`src/rtl/tlu_pkg.sv`:
```
package tlu_pkg;
  // number of independent position channels held per band
  localparam int NCH = 2;
  localparam int CH_W = (NCH > 1) ? $clog2(NCH) : 1;
endpackage

```
`src/rtl/tlu_index.sv`:
```
module tlu_index #(
  parameter int TEMP_W = 8,
  parameter int T_MIN  = -40,
  parameter int STEP   = 2,
  parameter int NBKT   = 72,
  parameter int IDX_W  = 7
) (
  input  logic signed [TEMP_W-1:0] temp,
  output logic        [IDX_W-1:0]  idx
);
  localparam int OFS_W = TEMP_W + 2;

  logic signed [OFS_W-1:0] ofs;
  logic        [OFS_W-1:0] band;

  always_comb begin
    ofs  = OFS_W'(temp) - OFS_W'(T_MIN);
    band = $unsigned(ofs) / OFS_W'(STEP);
    if (ofs < 0)
      idx = '0;
    else if (band >= OFS_W'(NBKT))
      idx = IDX_W'(NBKT - 1);
    else
      idx = band[IDX_W-1:0];
  end
endmodule

```
`src/rtl/tlu_table.sv`:
```
module tlu_table
  import tlu_pkg::*;
#(
  parameter int POS_W = 8,
  parameter int NBKT  = 72,
  parameter int IDX_W = 7
) (
  input  logic                           clk,
  input  logic                           rst_n,
  input  logic                           wr_en,
  input  logic [CH_W-1:0]                wr_ch,
  input  logic [IDX_W-1:0]               wr_addr,
  input  logic [POS_W-1:0]               wr_data,
  input  logic [IDX_W-1:0]               rd_idx,
  output logic [NCH-1:0][POS_W-1:0]      rd_data
);
  for (genvar c = 0; c < NCH; c++) begin : g_bank
    logic [POS_W-1:0] mem [NBKT];
    logic             hit;

    assign hit = wr_en && (wr_ch == CH_W'(c)) && (wr_addr < IDX_W'(NBKT));

    always_ff @(posedge clk) begin
      if (!rst_n) begin
        for (int i = 0; i < NBKT; i++) mem[i] <= '0;
      end else if (hit) begin
        mem[wr_addr] <= wr_data;
      end
    end

    assign rd_data[c] = (rd_idx < IDX_W'(NBKT)) ? mem[rd_idx] : '0;
  end
endmodule

```
`src/rtl/tlu_out.sv`:
```
module tlu_out
  import tlu_pkg::*;
#(
  parameter int POS_W = 8,
  parameter int NBKT  = 72,
  parameter int IDX_W = 7
) (
  input  logic                      clk,
  input  logic                      rst_n,
  input  logic                      accept,
  input  logic [IDX_W-1:0]          new_idx,
  input  logic [NCH-1:0][POS_W-1:0] rd_data,
  input  logic                      wr_en,
  input  logic [CH_W-1:0]           wr_ch,
  input  logic [IDX_W-1:0]          wr_addr,
  input  logic [POS_W-1:0]          wr_data,
  output logic [IDX_W-1:0]          cur_idx,
  output logic [NCH-1:0][POS_W-1:0] pos
);
  logic primed;
  logic reload;

  assign reload = accept && (!primed || (new_idx != cur_idx));

  always_ff @(posedge clk) begin
    if (!rst_n) begin
      primed  <= 1'b0;
      cur_idx <= '0;
    end else if (reload) begin
      primed  <= 1'b1;
      cur_idx <= new_idx;
    end
  end

  for (genvar c = 0; c < NCH; c++) begin : g_ch
    logic wr_here;
    assign wr_here = wr_en && (wr_ch == CH_W'(c));

    always_ff @(posedge clk) begin
      if (!rst_n) begin
        pos[c] <= '0;
      end else if (reload) begin
        pos[c] <= (wr_here && (wr_addr == new_idx)) ? wr_data : rd_data[c];
      end else if (primed && wr_here && (wr_addr == cur_idx)) begin
        pos[c] <= wr_data;
      end
    end
  end

  a_r10_zero_until_sample: assert property (@(posedge clk) disable iff (!rst_n)
    !primed |-> (pos == '0));

  a_r5_hold_when_idle: assert property (@(posedge clk) disable iff (!rst_n)
    (!accept && !wr_en) |=> ($stable(pos) && $stable(cur_idx)));

  a_r2_index_in_range: assert property (@(posedge clk) disable iff (!rst_n)
    cur_idx < IDX_W'(NBKT));

  a_r7_write_through: assert property (@(posedge clk) disable iff (!rst_n)
    (primed && !accept && wr_en && (wr_ch == '0) && (wr_addr == cur_idx))
      |=> (pos[0] == $past(wr_data)));
endmodule

```
`src/rtl/tlu_ctrl.sv`:
```
module tlu_ctrl
  import tlu_pkg::*;
#(
  parameter int TEMP_W = 8,
  parameter int POS_W  = 8,
  parameter int T_MIN  = -40,
  parameter int T_MAX  = 102,
  parameter int STEP   = 2,
  parameter int NBKT   = (T_MAX - T_MIN) / STEP + 1,
  parameter int IDX_W  = $clog2(NBKT)
) (
  input  logic                     clk,
  input  logic                     rst_n,
  input  logic                     temp_valid,
  output logic                     temp_ready,
  input  logic signed [TEMP_W-1:0] temp_data,
  input  logic                     wr_en,
  input  logic                     wr_sel,
  input  logic [IDX_W-1:0]         wr_addr,
  input  logic [POS_W-1:0]         wr_data,
  output logic [POS_W-1:0]         pos_a,
  output logic [POS_W-1:0]         pos_b
);
  logic                      ready_q;
  logic                      accept;
  logic [IDX_W-1:0]          new_idx;
  logic [IDX_W-1:0]          cur_idx;
  logic [NCH-1:0][POS_W-1:0] rd_data;
  logic [NCH-1:0][POS_W-1:0] pos;
  logic [CH_W-1:0]           wr_ch;

  always_ff @(posedge clk) begin
    if (!rst_n) ready_q <= 1'b0;
    else        ready_q <= 1'b1;
  end

  assign temp_ready = ready_q;
  assign accept     = temp_valid && ready_q;
  assign wr_ch      = CH_W'(wr_sel);

  tlu_index #(
    .TEMP_W(TEMP_W), .T_MIN(T_MIN), .STEP(STEP), .NBKT(NBKT), .IDX_W(IDX_W)
  ) u_index (
    .temp(temp_data),
    .idx (new_idx)
  );

  tlu_table #(
    .POS_W(POS_W), .NBKT(NBKT), .IDX_W(IDX_W)
  ) u_table (
    .clk    (clk),
    .rst_n  (rst_n),
    .wr_en  (wr_en),
    .wr_ch  (wr_ch),
    .wr_addr(wr_addr),
    .wr_data(wr_data),
    .rd_idx (new_idx),
    .rd_data(rd_data)
  );

  tlu_out #(
    .POS_W(POS_W), .NBKT(NBKT), .IDX_W(IDX_W)
  ) u_out (
    .clk    (clk),
    .rst_n  (rst_n),
    .accept (accept),
    .new_idx(new_idx),
    .rd_data(rd_data),
    .wr_en  (wr_en),
    .wr_ch  (wr_ch),
    .wr_addr(wr_addr),
    .wr_data(wr_data),
    .cur_idx(cur_idx),
    .pos    (pos)
  );

  assign pos_a = pos[0];
  assign pos_b = pos[1];

  a_r9_ready_after_reset: assert property (@(posedge clk) disable iff (!rst_n)
    $past(rst_n) |-> temp_ready);

  a_r3_clamp_low: assert property (@(posedge clk) disable iff (!rst_n)
    (accept && (temp_data < T_MIN)) |=> (cur_idx == '0));

  a_r4_clamp_high: assert property (@(posedge clk) disable iff (!rst_n)
    (accept && (temp_data > T_MAX + STEP - 1)) |=> (cur_idx == IDX_W'(NBKT - 1)));

  a_r1_outputs_zero_in_reset: assert property (@(posedge clk)
    $past(!rst_n) |-> ((pos_a == '0) && (pos_b == '0)));
endmodule

```
`config.mk`:
```
export PLATFORM = sky130hd
export DESIGN_NAME = tlu_ctrl
export DESIGN_NICKNAME = d
export VERILOG_FILES = /design/src/rtl/tlu_pkg.sv /design/src/rtl/tlu_index.sv /design/src/rtl/tlu_table.sv /design/src/rtl/tlu_out.sv /design/src/rtl/tlu_ctrl.sv
export SDC_FILE = /design/constraint.sdc
export NUM_CORES = 2
export LEC_CHECK = 0
export BUFFER_PORTS_ARGS = -buffer_cell sky130_fd_sc_hd__buf_2
export CORE_ASPECT_RATIO = 1.5
export CORE_UTILIZATION = 55
export CTS_BUF_LIST = sky130_fd_sc_hd__clkbuf_8
export DETAILED_ROUTE_END_ITERATION = 12
export PLACE_DENSITY = 0.71
export SETUP_SLACK_MARGIN = 0.3
export SLEW_MARGIN = 30
export SYNTH_ARGS = -nofsm -noshare
export SYNTH_HDL_FRONTEND = slang
export SYNTH_SLANG_ARGS = --single-unit
```
`constraint.sdc`:
```
create_clock -name clk -period 5.5 [get_ports clk]
set_clock_uncertainty 0.2 [all_clocks]
set_input_delay 0.275 -clock clk [delete_from_list [all_inputs] [get_ports clk]]
set_output_delay 0.275 -clock clk [all_outputs]
set_load 0.005 [all_outputs]
```
* Word-level counts from Yosys, hierarchy flattened
Memory sizes are Yosys's and may differ from the RTL's.
Cells that the tools add are included.
** Storage, ports and cells
- Register bits after elaboration :: 25
- RAM bits :: 1152
- Bits of input ports :: 28
- Output and inout port bits :: 17
- Logic and storage cells :: 58
- Memories :: 2
** Cells by class
- Add/sub/neg operators :: 1
- Magnitude comparators :: 4
- Equality and inequality tests :: 3
- Mux-type cells :: 24
- Bitwise logic cells :: 1
- Reductions and logical operators :: 18
** Memories
- u_table.g_bank[0].mem :: depth 72, width 8, read ports 1, clocked after memory_dff 0, wr ports 72, line tlu_table.sv:18 : logic [POS_W-1:0] mem [NBKT];
- u_table.g_bank[1].mem :: depth 72, width 8, read ports 1, clocked after memory_dff 0, wr ports 72, line tlu_table.sv:18
** Operators by type and width (number)
- $mux W8 :: 10
- $mux W7 :: 4
- $reduce_or A8 Y1 :: 2
- $eq A7 B7 Y1 :: 2
- $lt A7 B7 Y1 const B :: 2
- $logic_and A1 B1 Y1 :: 12
- $mux W1 :: 10
- $ge A9 B7 Y1 const B :: 1
- $lt A9 B1 Y1 const B :: 1
- $sub A8 B7 Y9 const B :: 1
- $ne A7 B7 Y1 :: 1
- $reduce_bool A2 Y1 :: 2
- $logic_not A1 Y1 :: 1
- $logic_or A1 B1 Y1 :: 1
- $not A1 Y1 :: 1

* Longest topological paths before layout
- Depth after elaboration :: 8
- Gate-level depth with buffers :: 17
- Mapped depth without buffers :: 11

* By module
A second synthesis with hierarchy kept.
** Second synthesis, totals
- Cells, all modules :: 3747
- Area total of the unflattened synthesis :: 55124.1 sq um
** Modules (own cells, without submodules)
- tlu_table :: times used 1, cells each 3556, area an instance 53535.1 sq um, seq. area each 34593.2 sq um
- tlu_out :: times used 1, cells each 164, area an instance 1397.6 sq um, seq. area each 480.5 sq um
- tlu_index :: times used 1, cells each 25, area an instance 165.2 sq um, seq. area each 0.0 sq um
- tlu_ctrl :: times used 1, cells each 2, area an instance 26.3 sq um, seq. area each 20.0 sq um

* Least setup slack after synthesis
No wires, ideal clock.
- Path type :: input port to flip-flop
- From :: input port temp_data[4]
- To :: register u_out.pos[14] (netlist bit)
- Library setup time :: 117 ps
- Arrival :: 3277 ps
- Data required time :: 5183 ps
- Setup slack :: 1906 ps
- Stages :: 12
- Path buffers :: 2
- Cells stage by stage :: buf_2 > inv_1 > ha_1 > clkbuf_1 > nand3_1 > o211ai_2 > mux2_2 > o31ai_1 > a211oi_1 > or4_1 > or4b_1 > a32o_1
** On the way
- Cells in the longest elaborated chain, start to end :: 8
- Elaborated cells on any way between the ends :: 16
- Those cells by class :: add/sub: 1; order compare: 3; eq/ne: 2; mux: 5; reduce/logical: 4; memory: 1
** RTL lines
- from (decl) :: line tlu_ctrl.sv:16 : input logic signed [TEMP_W-1:0] temp_data,
- $sub A8 B7 Y9 (*) :: line tlu_index.sv:17 : ofs = OFS_W'(temp) - OFS_W'(T_MIN);
- $ge A9 B7 Y1 :: line tlu_index.sv:21 : else if (band >= OFS_W'(NBKT))
- $mux W7 :: line tlu_index.sv:21
- $mux W7 (*) :: line tlu_index.sv:19 : if (ofs < 0)
- $mem_v2 Z72 W8 (tied with other cells)
- $mux W8 (tied with other cells) :: line tlu_table.sv:31 : assign rd_data[c] = (rd_idx < IDX_W'(NBKT)) ? mem[rd_idx] : '0;
- $mux W8 or $logic_and A1 B1 Y1 (tied branches) :: line tlu_out.sv:43, tlu_out.sv:23
- $mux W8 or $reduce_bool A2 Y1 (tied branches)
- to (signal, indexed assignment) :: line tlu_out.sv:43 : pos[c] <= (wr_here && (wr_addr == new_idx)) ? wr_data : rd_data[c];
- to (signal, indexed assignment) :: line tlu_out.sv:45 : pos[c] <= wr_data;
- to (decl) :: line tlu_out.sv:18 : output logic [NCH-1:0][POS_W-1:0] pos
Every way passes the cells marked *; elsewhere a longest branch is shown, timed or not.
A chain may end at the register's enable or synchronous reset.

* Final worst setup path
Ends and elaborated chain as after synthesis.

==> results by group <==
STA
  – Slew at the pin closest to its max-slew limit: 1062 ps
  – Period utilisation layout: 0.8387
  – Setup-failing EPs final: 0
  – Max Transition Viols Final: 0
  – Clock period minus worst slack: 4613 ps
  – Final setup TNS: 0 ps
  – Worst slew slack as a fraction of its limit: 0.2873
  – Final hold violation count: 0
  – Fmax: 216.8 MHz
  – Unrepaired setup endpoints after global routing: no

Layout
  – P&R area growth vs syn: 10.33%
  – Ratio of cells with drive above 1 in the final layout: 0.1333
  – Net total in the final layout: 4775
  – # fillers: 7856
  – Post-route cell area: 62290 µm²

Drt
  – Vias per cell: 6.931
  – Number of violations reported at the end of detailed-routing iteration 0: 5959
  – DRT Pass-1 Iters: 9
  – Via count: 42930
  – WL final: 178200 µm
  – Final ANT Viol Nets: 0
  – Avg WL per Cell: 28.77 µm
  – Number of DRC violations after detailed routing: 0

Min path
  – Origin of the worst min-delay path: temp_valid
  – Type of the most critical hold path: in -> reg
  – Hold worst-path end: u_out.cur_idx[3]
  – Cell count of the worst hold path: 4

Synthesis
  – Number of enable flip-flop cells after synthesis: 1208
  – Mean instance size in the synthesized netlist: 11.88 µm²
  – Fraction of the yosys area taken by sequential cells: 0.6514
  – Gate count after technology mapping: 4753
  – Synth area leader: sky130_fd_sc_hd__edfxtp_1
  – Area fraction of the dominant cell type after synthesis: 0.6425
  – Cell area after synthesis: 56460 µm²
  – Share of synthesized registers carrying an async set or reset: 0
  – Prevailing post-synth register cell: sky130_fd_sc_hd__edfxtp_1
  – Commonest cells in the netlist: 1208 x sky130_fd_sc_hd__edfxtp_1, 1194 x sky130_fd_sc_hd__nor3_1, 477 x sky130_fd_sc_hd__clkbuf_1, 299 x sky130_fd_sc_hd__nand2_1, 277 x sky130_fd_sc_hd__o21ai_0
  – Number of register bits inferred by synthesis: 1233
  – Top cells by area, synth: sky130_fd_sc_hd__edfxtp_1 64%, sky130_fd_sc_hd__nor3_1 11%, sky130_fd_sc_hd__clkbuf_1 3.2%
  – Count of different cell masters after synthesis: 92
  – Most frequent cell after synthesis: sky130_fd_sc_hd__edfxtp_1
  – Total number of yosys warnings: 0

Global routing
  – Global-route wire length before repair: 263100 µm
  – Number of global-route vias before repair: 41780
  – Number of antenna violations at the first check in global routing: 9
  – GRT Resource Usage Total: 0.3398
  – Overflow left after global routing: 0
  – Pin count of the biggest net entering global routing: 163

Die
  – Starting Density: 0.5565
  – Die extent in x: 263.6 µm
  – Chip Height: 394.4 µm
  – Die area: 104000 µm²
  – CORE AREA: 101400 µm²
  – Cell Rows: 143
  – Number of placed I/O pins: 45

Worst setup path
  – Worst Reg-to-Reg Cells: 7
  – Startpoint of the worst register-to-register path: u_table.g_bank[1].mem[52][6]
  – Number of buffer and inverter stages on the critical path: 2
  – FF-to-FF End: u_out.pos[14]
  – Crit path depth: 12
  – Endpoint required time on the critical path: 6050 ps
  – Critical path startpoint category: primary input
  – CP max stage cell: sky130_fd_sc_hd__a22oi_4
  – Worst Setup Path Type: in -> reg
  – R2R setup slack: 2090 ps
  – CP arrival: 5170 ps
  – Critical path cell sequence: buf_2 -> ha_1 -> nor2_1 -> mux2i_2 -> a22oi_4 -> mux2i_1 -> a221oi_1 -> o311a_1 -> or4_1 -> or4b_1 -> a32o_1 -> dlygate4sd3_1
  – Crit-path max FO: 15
  – CP peak stage delay: 860 ps
  – Top cell family by delay on the critical path: compound AO/OA/AOI/OAI gates
  – Nature of the critical path endpoint: register

Clock tree
  – Cts bufs inserted: 174
  – H-tree depth: 4
  – Root buf cell: sky130_fd_sc_hd__clkbuf_8
  – CTS resizes: 0
  – TritonCTS clock tree: built
  – Worst-path clk slew: 70 ps
  – Number of hold-repair buffers added at the cts stage: 18
  – Buffers from clock root to sink, at most: 3
  – Setup Buffers After CTS: 0
  – Clock latency at the later pin of the worst-skew pair: 870 ps
  – Clock Sink Count: 1233

Pwr
  – Leak: 0.01980 µW
  – P per Cell Area: 323.8 nW/µm²
  – Worst ir drop on vdd: 0.2580 mV

Placed design
  – PortBufs: 43
  – Final HPWL from detailed placement: 111300 µm
  – Total placed instance area: 58850 µm²
  – Global placement routability congestion: 0.9266

Run status
  – Result of the run: finished, final reports clean

Job
  – Max-Cap Viols: 0
## per-layer routing
layer  GRT usage  up-vias  share of wire
li1            -    18420              -
met1      0.3972    20980           0.33
met2      0.5728     2910           0.50
met3     0.06658      616           0.10
met4      0.2169        4          0.069
met5           0        -        0.00016
## cell families after synthesis
logic type      synth area share
simple gates              0.1592
flops                     0.6514
compound gates            0.1076
buf+inv                  0.04678
mux                      0.03061
xor+xnor                0.003856
fa+ha+maj              0.0004432
other cells           0.00006642
## flip-flops by register name, indices dropped and copies added, names as in the netlist
register,count
temp_ready,1
u_out.cur_idx,7
u_out.pos,16
u_out.primed,1
u_table.g_bank.mem,1208
## worst max-delay path by stage
| stage | endpoint | slack [ps] | startpoint |
|---|---|---|---|
| 6_report | u_out.pos[14] | 890 | temp_data[4] |
| 5_1_grt | u_out.pos[14] | 900 | temp_data[4] |
| 4_1_cts | u_out.pos[14] | 1130 | temp_data[4] |
| 3_5_place_dp | u_out.pos[10] | 520 | temp_data[4] |
| 3_3_place_gp | u_out.pos[9] | 550 | temp_data[4] |
| 2_1_floorplan | u_out.pos[14] | 1910 | temp_data[4] |
## cells in the final DEF (no fill, tap or decap), types with 18 or more instances in the layout
master / count
sky130_fd_sc_hd__edfxtp_1: 1208
sky130_fd_sc_hd__nor3_1: 1193
sky130_fd_sc_hd__buf_4: 285
sky130_fd_sc_hd__nand2_1: 278
sky130_fd_sc_hd__o21ai_0: 247
sky130_fd_sc_hd__a221oi_1: 200
sky130_fd_sc_hd__clkbuf_8: 182
sky130_fd_sc_hd__mux2i_1: 151
sky130_fd_sc_hd__nand3_1: 135
sky130_fd_sc_hd__inv_1: 74
sky130_fd_sc_hd__a21oi_1: 74
sky130_fd_sc_hd__nor2_1: 60
sky130_fd_sc_hd__conb_1: 56
sky130_fd_sc_hd__o22ai_1: 50
sky130_fd_sc_hd__clkinv_1: 42
sky130_fd_sc_hd__buf_2: 42
sky130_fd_sc_hd__a221o_1: 38
sky130_fd_sc_hd__a22oi_1: 36
sky130_fd_sc_hd__o21ai_1: 34
sky130_fd_sc_hd__a31oi_1: 32
sky130_fd_sc_hd__dfxtp_1: 25
sky130_fd_sc_hd__nor4_1: 23
sky130_fd_sc_hd__nand4_1: 22
sky130_fd_sc_hd__buf_12: 22
sky130_fd_sc_hd__xnor2_1: 20
sky130_fd_sc_hd__clkinv_2: 20
sky130_fd_sc_hd__nand2_4: 18
sky130_fd_sc_hd__mux2_2: 18
sky130_fd_sc_hd__dlygate4sd3_1: 18
## through the flow
step / setup WS (ps) / util / hold slack (ps) / cells / power [µW]
finish: 887.1 / 0.6140 / 72.39 / 6194 / 20170
global placement: 554.7 / 0.5799 / 284.4 / 5855 / 13400
detailed placement: 515.2 / 0.5801 / 291.7 / 5855 / 13450
global route: 902.1 / 0.6139 / 72.82 / 6191 / 20670
floorplan: 1906 / - / 102.7 / 4808 / 12450
CTS: 1132 / 0.6135 / 2.817 / 6187 / 20100
## worst min-delay path, delay by kind of cell
kind            cells  cell delay (ps)
buf+inv             2              690
compound gates      1               60
simple gates        1               70
## power by group
| group | switching [µW] | internal, µW |
|---|---|---|
| logic | 1730 | 684 |
| clock network | 3470 | 3340 |
| registers | 162 | 10800 |
| total | 5360 | 14800 |
## area by class of cell
class                      count  area [µm²]  area share
sequential                  1233       36780      0.5904
multi-input combinational   2944       17520      0.2812
timing repair buffer         368        2998     0.04813
clock buffer                 182        2505     0.04021
tap                         1305        1633     0.02621
clock inverter               132       710.7     0.01141
inverter                      24       135.1    0.002169
antenna                        6       15.01   0.0002410
No activity file was read; power rests on OpenSTA's default activity.
